File: src/rtl/pwm_pkg.sv
package pwm_pkg;

    typedef enum logic [1:0] {
        EDGE_SINGLE    = 2'd0,
        EDGE_DUAL_HIGH = 2'd1,
        EDGE_DUAL_LOW  = 2'd2
    } edge_mode_e;

    typedef struct packed {
        logic set;
        logic clr;
    } edge_hit_t;

    // control register bit positions
    localparam int CTRL_COUNT_BIT = 0;
    localparam int CTRL_PWM_BIT   = 1;

    // register offsets past the match slots
    localparam int OFF_PRESCALE = 0;
    localparam int OFF_CTRL     = 1;
    localparam int OFF_MODE     = 2;
    localparam int OFF_RELEASE  = 3;
    localparam int EXTRA_REGS   = 4;

    function automatic int match_slots(input int nch);
        return 1 + 2 * nch;
    endfunction

    function automatic edge_mode_e decode_mode(input logic dual, input logic low);
        if (!dual)
            return EDGE_SINGLE;
        else if (low)
            return EDGE_DUAL_LOW;
        else
            return EDGE_DUAL_HIGH;
    endfunction

    // clear takes priority over set when both land on the same count
    function automatic logic apply_hit(input logic cur, input edge_hit_t h);
        if (h.clr)
            return 1'b0;
        else if (h.set)
            return 1'b1;
        else
            return cur;
    endfunction

endpackage

File: src/rtl/pwm_prescaler.sv
module pwm_prescaler #(
    parameter int W = 32
) (
    input  logic         clk,
    input  logic         rst,
    input  logic         run,
    input  logic [W-1:0] limit,
    output logic         tick
);
    logic [W-1:0] div_q;

    assign tick = run && (div_q >= limit);

    always_ff @(posedge clk) begin
        if (rst)
            div_q <= '0;
        else if (!run || tick)
            div_q <= '0;
        else
            div_q <= div_q + W'(1);
    end
endmodule

File: src/rtl/pwm_timebase.sv
module pwm_timebase #(
    parameter int W = 32
) (
    input  logic         clk,
    input  logic         rst,
    input  logic         tick,
    input  logic         pwm_en,
    input  logic [W-1:0] period,
    output logic [W-1:0] count,
    output logic [W-1:0] count_next,
    output logic         wrap
);
    logic [W-1:0] count_q;

    assign wrap       = tick && pwm_en && (count_q == period);
    assign count_next = wrap ? '0 : count_q + W'(1);
    assign count      = count_q;

    always_ff @(posedge clk) begin
        if (rst)
            count_q <= '0;
        else if (tick)
            count_q <= count_next;
    end
endmodule

File: src/rtl/pwm_match_bank.sv
module pwm_match_bank #(
    parameter int W = 32,
    parameter int N = 9
) (
    input  logic                clk,
    input  logic                rst,
    input  logic [N-1:0]        wr_sel,
    input  logic [W-1:0]        wr_data,
    input  logic [N-1:0]        rel_set,
    input  logic                wrap,
    output logic [N-1:0][W-1:0] eff,
    output logic [N-1:0][W-1:0] active,
    output logic [N-1:0]        pending
);
    logic [N-1:0][W-1:0] shadow_q;
    logic [N-1:0][W-1:0] live_q;
    logic [N-1:0]        rel_q;

    for (genvar m = 0; m < N; m++) begin : g_slot
        logic take;
        assign take   = wrap && rel_q[m];
        // values used by the channels on the tick that copies them
        assign eff[m] = take ? shadow_q[m] : live_q[m];

        always_ff @(posedge clk) begin
            if (rst) begin
                shadow_q[m] <= '0;
                live_q[m]   <= '0;
                rel_q[m]    <= 1'b0;
            end else begin
                if (wr_sel[m])
                    shadow_q[m] <= wr_data;
                if (take)
                    live_q[m] <= shadow_q[m];
                rel_q[m] <= (rel_q[m] && !take) || rel_set[m];
            end
        end
    end

    assign active  = live_q;
    assign pending = rel_q;
endmodule

File: src/rtl/pwm_channel.sv
module pwm_channel
    import pwm_pkg::*;
#(
    parameter int W = 32
) (
    input  logic         clk,
    input  logic         rst,
    input  logic         pwm_en,
    input  logic         tick,
    input  logic [W-1:0] count_next,
    input  logic [W-1:0] edge_a,
    input  logic [W-1:0] edge_b,
    input  edge_mode_e   mode,
    output logic         pin
);
    edge_hit_t hit;
    logic      level_q;

    always_comb begin
        if (mode == EDGE_SINGLE) begin
            hit.set = (count_next == '0);
            hit.clr = (count_next == edge_a);
        end else begin
            hit.set = (count_next == edge_a);
            hit.clr = (count_next == edge_b);
        end
    end

    always_ff @(posedge clk) begin
        if (rst || !pwm_en)
            level_q <= 1'b0;
        else if (tick)
            level_q <= apply_hit(level_q, hit);
    end

    assign pin = pwm_en && (level_q ^ (mode == EDGE_DUAL_LOW));
endmodule

File: src/rtl/pwm_dual_edge.sv
module pwm_dual_edge
    import pwm_pkg::*;
#(
    parameter  int CNT_W  = 32,
    parameter  int NCH    = 4,
    localparam int NMATCH = 1 + 2 * NCH,
    localparam int AW     = $clog2(NMATCH + EXTRA_REGS)
) (
    input  logic             clk,
    input  logic             rst,
    input  logic             wr_en,
    input  logic [AW-1:0]    wr_addr,
    input  logic [CNT_W-1:0] wr_data,
    output logic [CNT_W-1:0] tc_value,
    output logic [NCH-1:0]   pwm_out
);
    localparam logic [AW-1:0] A_PRESCALE = AW'(NMATCH + OFF_PRESCALE);
    localparam logic [AW-1:0] A_CTRL     = AW'(NMATCH + OFF_CTRL);
    localparam logic [AW-1:0] A_MODE     = AW'(NMATCH + OFF_MODE);
    localparam logic [AW-1:0] A_RELEASE  = AW'(NMATCH + OFF_RELEASE);

    logic [CNT_W-1:0] prescale_q;
    logic             cnt_en_q;
    logic             pwm_en_q;
    logic [NCH-1:0]   dual_q;
    logic [NCH-1:0]   low_q;

    logic                     tick;
    logic                     wrap;
    logic [CNT_W-1:0]         count_next;
    logic [NMATCH-1:0]        match_we;
    logic [NMATCH-1:0]        rel_set;
    logic [NMATCH-1:0]        rel_pend;
    logic [NMATCH-1:0][CNT_W-1:0] match_eff;
    logic [NMATCH-1:0][CNT_W-1:0] match_act;

    // ---------------- register write decode ----------------
    for (genvar m = 0; m < NMATCH; m++) begin : g_we
        assign match_we[m] = wr_en && (wr_addr == AW'(m));
    end

    assign rel_set = (wr_en && wr_addr == A_RELEASE) ? wr_data[NMATCH-1:0] : '0;

    always_ff @(posedge clk) begin
        if (rst) begin
            prescale_q <= '0;
            cnt_en_q   <= 1'b0;
            pwm_en_q   <= 1'b0;
            dual_q     <= '0;
            low_q      <= '0;
        end else if (wr_en) begin
            case (wr_addr)
                A_PRESCALE: prescale_q <= wr_data;
                A_CTRL: begin
                    cnt_en_q <= wr_data[CTRL_COUNT_BIT];
                    pwm_en_q <= wr_data[CTRL_PWM_BIT];
                end
                A_MODE: begin
                    dual_q <= wr_data[NCH-1:0];
                    low_q  <= wr_data[2*NCH-1:NCH];
                end
                default: ;
            endcase
        end
    end

    // ---------------- timebase ----------------
    pwm_prescaler #(.W(CNT_W)) u_pre (
        .clk   (clk),
        .rst   (rst),
        .run   (cnt_en_q),
        .limit (prescale_q),
        .tick  (tick)
    );

    pwm_timebase #(.W(CNT_W)) u_tb (
        .clk        (clk),
        .rst        (rst),
        .tick       (tick),
        .pwm_en     (pwm_en_q),
        .period     (match_act[0]),
        .count      (tc_value),
        .count_next (count_next),
        .wrap       (wrap)
    );

    // ---------------- match storage ----------------
    pwm_match_bank #(.W(CNT_W), .N(NMATCH)) u_bank (
        .clk     (clk),
        .rst     (rst),
        .wr_sel  (match_we),
        .wr_data (wr_data),
        .rel_set (rel_set),
        .wrap    (wrap),
        .eff     (match_eff),
        .active  (match_act),
        .pending (rel_pend)
    );

    // ---------------- channels ----------------
    for (genvar c = 0; c < NCH; c++) begin : g_ch
        edge_mode_e ch_mode;
        assign ch_mode = decode_mode(dual_q[c], low_q[c]);

        pwm_channel #(.W(CNT_W)) u_ch (
            .clk        (clk),
            .rst        (rst),
            .pwm_en     (pwm_en_q),
            .tick       (tick),
            .count_next (count_next),
            .edge_a     (match_eff[1 + 2*c]),
            .edge_b     (match_eff[2 + 2*c]),
            .mode       (ch_mode),
            .pin        (pwm_out[c])
        );
    end
endmodule

File: config.mk
export PLATFORM = sky130hd
export DESIGN_NAME = pwm_dual_edge
export DESIGN_NICKNAME = d
export VERILOG_FILES = /design/src/rtl/pwm_pkg.sv /design/src/rtl/pwm_prescaler.sv /design/src/rtl/pwm_timebase.sv /design/src/rtl/pwm_match_bank.sv /design/src/rtl/pwm_channel.sv /design/src/rtl/pwm_dual_edge.sv
export SDC_FILE = /design/constraint.sdc
export NUM_CORES = 2
export LEC_CHECK = 0
export BUFFER_PORTS_ARGS = -buffer_cell sky130_fd_sc_hd__buf_4
export CORE_MARGIN = 2
export CORE_UTILIZATION = 61
export DETAILED_ROUTE_END_ITERATION = 10
export PLACE_DENSITY = 0.84
export SETUP_SLACK_MARGIN = 0.05
export SYNTH_ARGS = -nofsm -noshare
export SYNTH_HDL_FRONTEND = slang
export SYNTH_SLANG_ARGS = --single-unit
export TNS_END_PERCENT = 30
File: constraint.sdc
create_clock -name clk -period 6.6 [get_ports clk]
set_input_delay 0.33 -clock clk [delete_from_list [all_inputs] [get_ports clk]]
set_output_delay 0.33 -clock clk [all_outputs]
set_load 0.005 [all_outputs]
Word level (Yosys, flattened, before mapping)
Index checks and enable logic that the tools add are counted.
{"block": "word_totals", "reg_bits": 695, "latchBits": 0, "ramBits": 0, "romBits": 0, "input_bits": 39, "word_cells": 175, "mem_count": 0}
{"block": "op_classes", "addsub": 2, "multipliers": 0, "div_mod_pow": 0, "order_cmp": 1, "eq_ne": 25, "n_shift": 0, "n_mux": 30, "bitwise_logic": 4, "n_reduce_logical": 75}
{"cell": "32-bit equality test", "count": 9}
{"cell": "32-bit two-way mux", "count": 9}
{"cell": "32-bit by 1-bit adder with 32-bit output (second input constant)", "count": 2}
{"cell": "1-bit logical AND", "count": 35}
{"cell": "32-bit >= comparator", "count": 1}
{"cell": "32-bit zero test", "count": 1}
{"cell": "2-bit two-way mux", "count": 12}
{"cell": "4-bit equality test (second input constant)", "count": 5}
{"cell": "4-bit by 3-bit equality test with 1-bit output (second input constant)", "count": 4}
{"cell": "2-bit AND reduction", "count": 7}
{"cell": "1-bit zero test", "count": 11}
{"cell": "1-bit logical OR", "count": 11}
{"cell": "9-bit two-way mux", "count": 1}
{"cell": "2-bit equality test (second input constant)", "count": 4}
{"cell": "4-bit by 2-bit equality test with 1-bit output (second input constant)", "count": 2}
{"cell": "2-bit zero test", "count": 4}
{"cell": "1-bit two-way mux", "count": 8}
{"cell": "2-bit nonzero test", "count": 4}
{"cell": "4-bit by 1-bit equality test with 1-bit output (second input constant)", "count": 1}
{"cell": "4-bit zero test", "count": 1}
{"cell": "1-bit XOR", "count": 4}
{"cell": "2-bit OR reduction", "count": 1}

Longest topological paths before layout
{"block": "depth", "ltp_word": 10, "ltp_mapped": 18, "depth_no_buf": 13}

By module
Synthesis repeated with hierarchy kept, for this count alone.
{"block": "hier_totals", "hier_cells": 3966, "hier_area_um2": 34828.4}
{"mod": "pwm_match_bank", "n_inst": 1, "cells_each": 2601, "area_per_inst_um2": 24108.1}
{"mod": "pwm_channel", "n_inst": 4, "cells_each": 109, "area_per_inst_um2": 865.8}
{"mod": "pwm_timebase", "n_inst": 1, "cells_each": 398, "area_per_inst_um2": 2942.8}
{"mod": "pwm_prescaler", "n_inst": 1, "cells_each": 276, "area_per_inst_um2": 2258.4}
{"mod": "pwm_dual_edge", "n_inst": 1, "cells_each": 255, "area_per_inst_um2": 2055.7}

Least setup slack after synthesis
OpenSTA, ideal clock, no wires.
{"block": "synth_timing", "path_type": "flip-flop to flip-flop", "startpoint": "register prescale_q[15]", "endpoint": "register g_ch[0].u_ch.level_q", "setup_ns": 0.078, "arrival_time_ns": 3.644, "required_time_ns": 6.522, "path_slack_ns": 2.878, "path_stages_with_launch": 16, "synth_period_minus_slack_ns": 3.722, "cell_sequence": "dfxtp_1 inv_1 ha_1 nand2_1 nor4_1 or4b_2 a31o_2 a211oi_2 buf_6 buf_4 nor3_1 nor4_1 nand4_1 nor4_1 mux2_2 nor3_1"}
{"block": "synth_via", "elab_chain_len": 10, "elab_cells_between_ends": 16, "classes_between": "1 x order compare; 2 x eq/ne; 5 x mux; 8 x reduce/logical"}
{"item": "from (decl)", "line_no": "pwm_dual_edge.sv:22", "source": "logic [CNT_W-1:0] prescale_q;"}
{"item": "from (signal assigned)", "line_no": "pwm_dual_edge.sv:53", "source": "A_PRESCALE: prescale_q <= wr_data;"}
{"item": "32-bit >= comparator (*)", "line_no": "pwm_prescaler.sv:12", "source": "assign tick = run && (div_q >= limit);"}
{"item": "1-bit logical AND (*)", "line_no": "pwm_prescaler.sv:12"}
{"item": "1-bit logical AND (2 in a row)", "line_no": "pwm_timebase.sv:15", "source": "assign wrap = tick && pwm_en && (count_q == period);"}
{"item": "1-bit logical AND", "line_no": "pwm_match_bank.sv:21", "source": "assign take = wrap && rel_q[m];"}
{"item": "32-bit two-way mux", "line_no": "pwm_match_bank.sv:23", "source": "assign eff[m] = take ? shadow_q[m] : live_q[m];"}
{"item": "32-bit equality test, on equally long branches", "line_no": "pwm_channel.sv:25, pwm_channel.sv:22, pwm_channel.sv:24"}
{"item": "2-bit two-way mux", "line_no": "pwm_channel.sv:20", "source": "if (mode == EDGE_SINGLE) begin"}
{"item": "2-bit nonzero test (no line)"}
{"item": "2-bit AND reduction (no line)"}
{"item": "to (signal assigned)", "line_no": "pwm_channel.sv:33", "source": "level_q <= apply_hit(level_q, hit);"}
{"item": "to (decl)", "line_no": "pwm_channel.sv:17", "source": "logic level_q;"}
Mark *: on every way between the ends. The rest lies on a longest branch, timed or not.
A chain may end at the register's enable or synchronous reset.

Final worst setup path
{"block": "layout_timing", "startpoint": "register u_tb.count_q[0] (netlist: u_tb.count[0])", "endpoint": "register g_ch[2].u_ch.level_q"}
{"block": "layout_via", "elab_chain_len": 8, "elab_cells_between_ends": 15, "classes_between": "1 x add/sub; 3 x eq/ne; 5 x mux; 6 x reduce/logical"}
{"item": "from (decl)", "line_no": "pwm_timebase.sv:13", "source": "logic [W-1:0] count_q;"}
{"item": "from (signal assigned)", "line_no": "pwm_timebase.sv:23", "source": "count_q <= count_next;"}
{"item": "parallel branches: the longest is 5 deep, another holds 32-bit by 1-bit adder with 32-bit output"}
{"item": "2-bit two-way mux (*)", "line_no": "pwm_channel.sv:20"}
{"item": "2-bit nonzero test (no line)"}
{"item": "2-bit AND reduction (no line)"}
{"item": "to (signal assigned)", "line_no": "pwm_channel.sv:33"}
{"item": "to (decl)", "line_no": "pwm_channel.sv:17"}
Mark *: on every way between the ends.

==> metrics.txt <==
RSZ-0062 raised after global routing=false; post-route clock skew=between 20 and 30 ps; worst-skew pair later-pin latency=630 ps; Detail Route Antenna Nets=0; CTS max path bufs=3; P_leak=approximately 12 nW; Top-Level Pins=75; # rows=84; Avg Cell Area, Syn=approximately 7.4 µm²; worst slew pin tran=~1300 ps; setup violators final=0; crit-path cells=nand2_1 > or4_1 > o21ai_1 > and2_1 > buf_4 > o221ai_1 > or3_1 > nor4_1 > a2bb2oi_1 > o211ai_1 > or4_1 > and3_1; cts hold-fix bufs=0; HP Start=wr_data[16]; DRT iter0 DRCs=5292; Final period util=about four fifths; Final Max Slew Viols=0; layout cells sized above 1=between 8 and 9%; CP max FO=13; pwr dens=~250 nW/µm²; ys async rst share=0%; Final HPWL DP=78.1 mm; number of setup buffers added after CTS=0; CP Data Arrival Time=roughly 5700 ps; Max stage delay cell, worst path=dfxtp_1; Internal Power=roughly 7.0 mW; Synth area leaders=dfxtp_1, nand2_1, a21oi_1, clkbuf_1, xnor2_1; Die Ht=234 µm; TNS Setup=0 ps; Die ar.=54700 µm²; design area=between 30000 and 40000 µm²; placed cell area=approximately 33000 µm²; Switching Power=slightly above 2 mW; worst setup margin=~1400 ps; root buf cell=clkbuf_16; worst hold path class=primary input to flop; DRT Pass-1 Iters=6; commonest cells in the netlist=nand2_1, a21oi_1, dfxtp_1, clkbuf_1, nor2_1; hold-critical path endpoint=u_bank.shadow_q[112]; CP peak stage delay=880 ps; Hold Slack=roughly 120 ps; CTS tree=done; Layout Utilization=between 60% and 70%; Total Wirelength=~120 mm; Die W=between 200 and 250 µm; clock slew at reported path FFs=roughly 60 ps; Final Non-Filler Cells=5009; Hold Vio Cnt, Final=0; first-pass GRT wire length=182 mm; H-tree levels=3; Syn Nets=between 4000 and 5000; Setup CP Type=flop to flop; flops & latches, synth=695; Cell variety after synth=between 80 and 90; Avg Vias per Cell=approximately 6.6; status=completed; startpoint types=flop; Clock power frac=49.1%; yosys warns=0; CTS buffer count=73; Hold Path Depth=3; DRC=0; Main synth FF type=dfxtp_1; Vias=around 33000; number of global-route vias before repair=approximately 29000; CTS-repair resized insts=0; PortBufs=74; Critical Path End Type=flop; Critical R2R Launch=u_tb.count[0]; CP required=a little over 7000 ps; post-synth top area share=approximately 43%; RR Endpoint=g_ch[2].u_ch.level_q; Seq pwr share=between 40 and 50%; Routability Congestion=approximately 1.1; Synth area leader=dfxtp_1; Avg WL per Cell=approximately 25 µm; initial antenna violation count=7; remaining global-route overflow=0; total global-route track usage=44.3%; Final min period=approximately 5200 ps; sequential element share of the synthesized area=between 40 and 50%; number of synthesized flops with an enable pin=0; cell with the most instances after synthesis=nand2_1; switching share of power=a little under a quarter; final net count=between 4000 and 5000; flop-to-flop setup slack=roughly 1400 ps; Max Cap Viol=0; Sink Count=695; worst slack at placement=between 1500 and 2000 ps; Inst Count DP=just under 5000; core area=between 50000 and 60000 µm²; R2R cell count=12; IR drop worst, VDD=0.000248 V; Post-Syn Instances=4355; area grow syn2layout=11.2%; CP most frequent cell=or4_1; total power=approximately 9 mW; Max Freq=approximately 190 MHz; Logic pwr share=3.7%; largest net degree at the start of global routing=~240; Netlist Area Pre-Place=roughly 32000 µm²; Slew headroom=a little under an eighth; starting density of the core=61.5%
## critical path: cells and delay by family, from the launching register on
kind	cells	cell delay (ps)
simple gates	7	3150
flops	1	880
compound gates	4	750
buf+inv	1	320
## cell type report
cell class	count	area [µm²]
Fill cell	4385	16600
Inverter	56	210
Multi-Input combinational cell	3275	17000
Sequential cell	695	13900
Tap cell	688	861
Timing Repair Buffer	155	1210
Clock buffer	106	2200
Clock inverter	27	387
Antenna cell	7	17.5
## power groups by stage
stage	clock network, mW	registers (mW)	logic, mW
2_1_floorplan	0	4.33	0.166
3_3_place_gp	0	4.34	0.313
3_5_place_dp	0	4.34	0.313
4_1_cts	4.42	4.24	0.315
5_1_grt	4.58	4.25	0.337
6_report	4.42	4.25	0.334
## per-layer routing
| layer | wire length, µm | part of all wire, % | vias up | track usage, % |
|---|---|---|---|---|
| met2 | 51000 | 41 | 2271 | 63.4 |
| met1 | 46700 | 38 | 15300 | 58.2 |
| met4 | 9330 | 7.5 | 8 | 27.6 |
| met3 | 17000 | 14 | 573 | 13.7 |
| met5 | 53 | 0.043 | - | 0 |
| li1 | - | - | 14700 | - |
## state kept, by name (all words and copies together) (netlist names)
name and count:
u_bank.active 288, u_bank.shadow_q 288, prescale_q 32, u_pre.div_q 32
u_tb.count 32, u_bank.pending 9, dual_q 4, g_ch.u_ch.level_q 4
low_q 4, cnt_en_q 1, pwm_en_q 1
## cell usage in the layout, fill, tap and decap left out, drive strengths merged, types with 62 or more instances in the layout
cell / netlist / routed
nor3: 85 / 85
buf: 41 / 155
nor4: 73 / 73
nand2: 1336 / 1336
xor2: 62 / 62
clkbuf: 288 / 106
a21oi: 717 / 717
nor2: 217 / 217
xnor2: 104 / 104
o21ai: 89 / 89
dfxtp: 695 / 695
## worst max path at each step
stage / to / start / slack [ps] / cells past startpoint
after floorplan: g_ch[0].u_ch.level_q / prescale_q[15] / 2880 / 15
after global placement: g_ch[3].u_ch.level_q / prescale_q[15] / 1690 / 13
after detailed placement: g_ch[3].u_ch.level_q / prescale_q[15] / 1620 / 13
after CTS: g_ch[3].u_ch.level_q / prescale_q[15] / 1620 / 13
after global routing: g_ch[3].u_ch.level_q / prescale_q[15] / 1300 / 13
final: g_ch[2].u_ch.level_q / u_tb.count[0] / 1400 / 12
## kinds of logic (layout without fill, tap and decap cells)
logic type,after synthesis,in the layout,synth area share (%)
and+or+nand+nor,1990,1990,26.5
AOI/OAI and AO/OA,1067,1067,19.2
DFF,695,695,43.2
buffers and inverters,385,344,4.79
xor gates and xnor gates,166,166,4.51
adders and majority gates,34,34,1.32
muxes,18,18,0.563
other,0,7,0
Note: power is estimated with default switching activity, not from simulation.
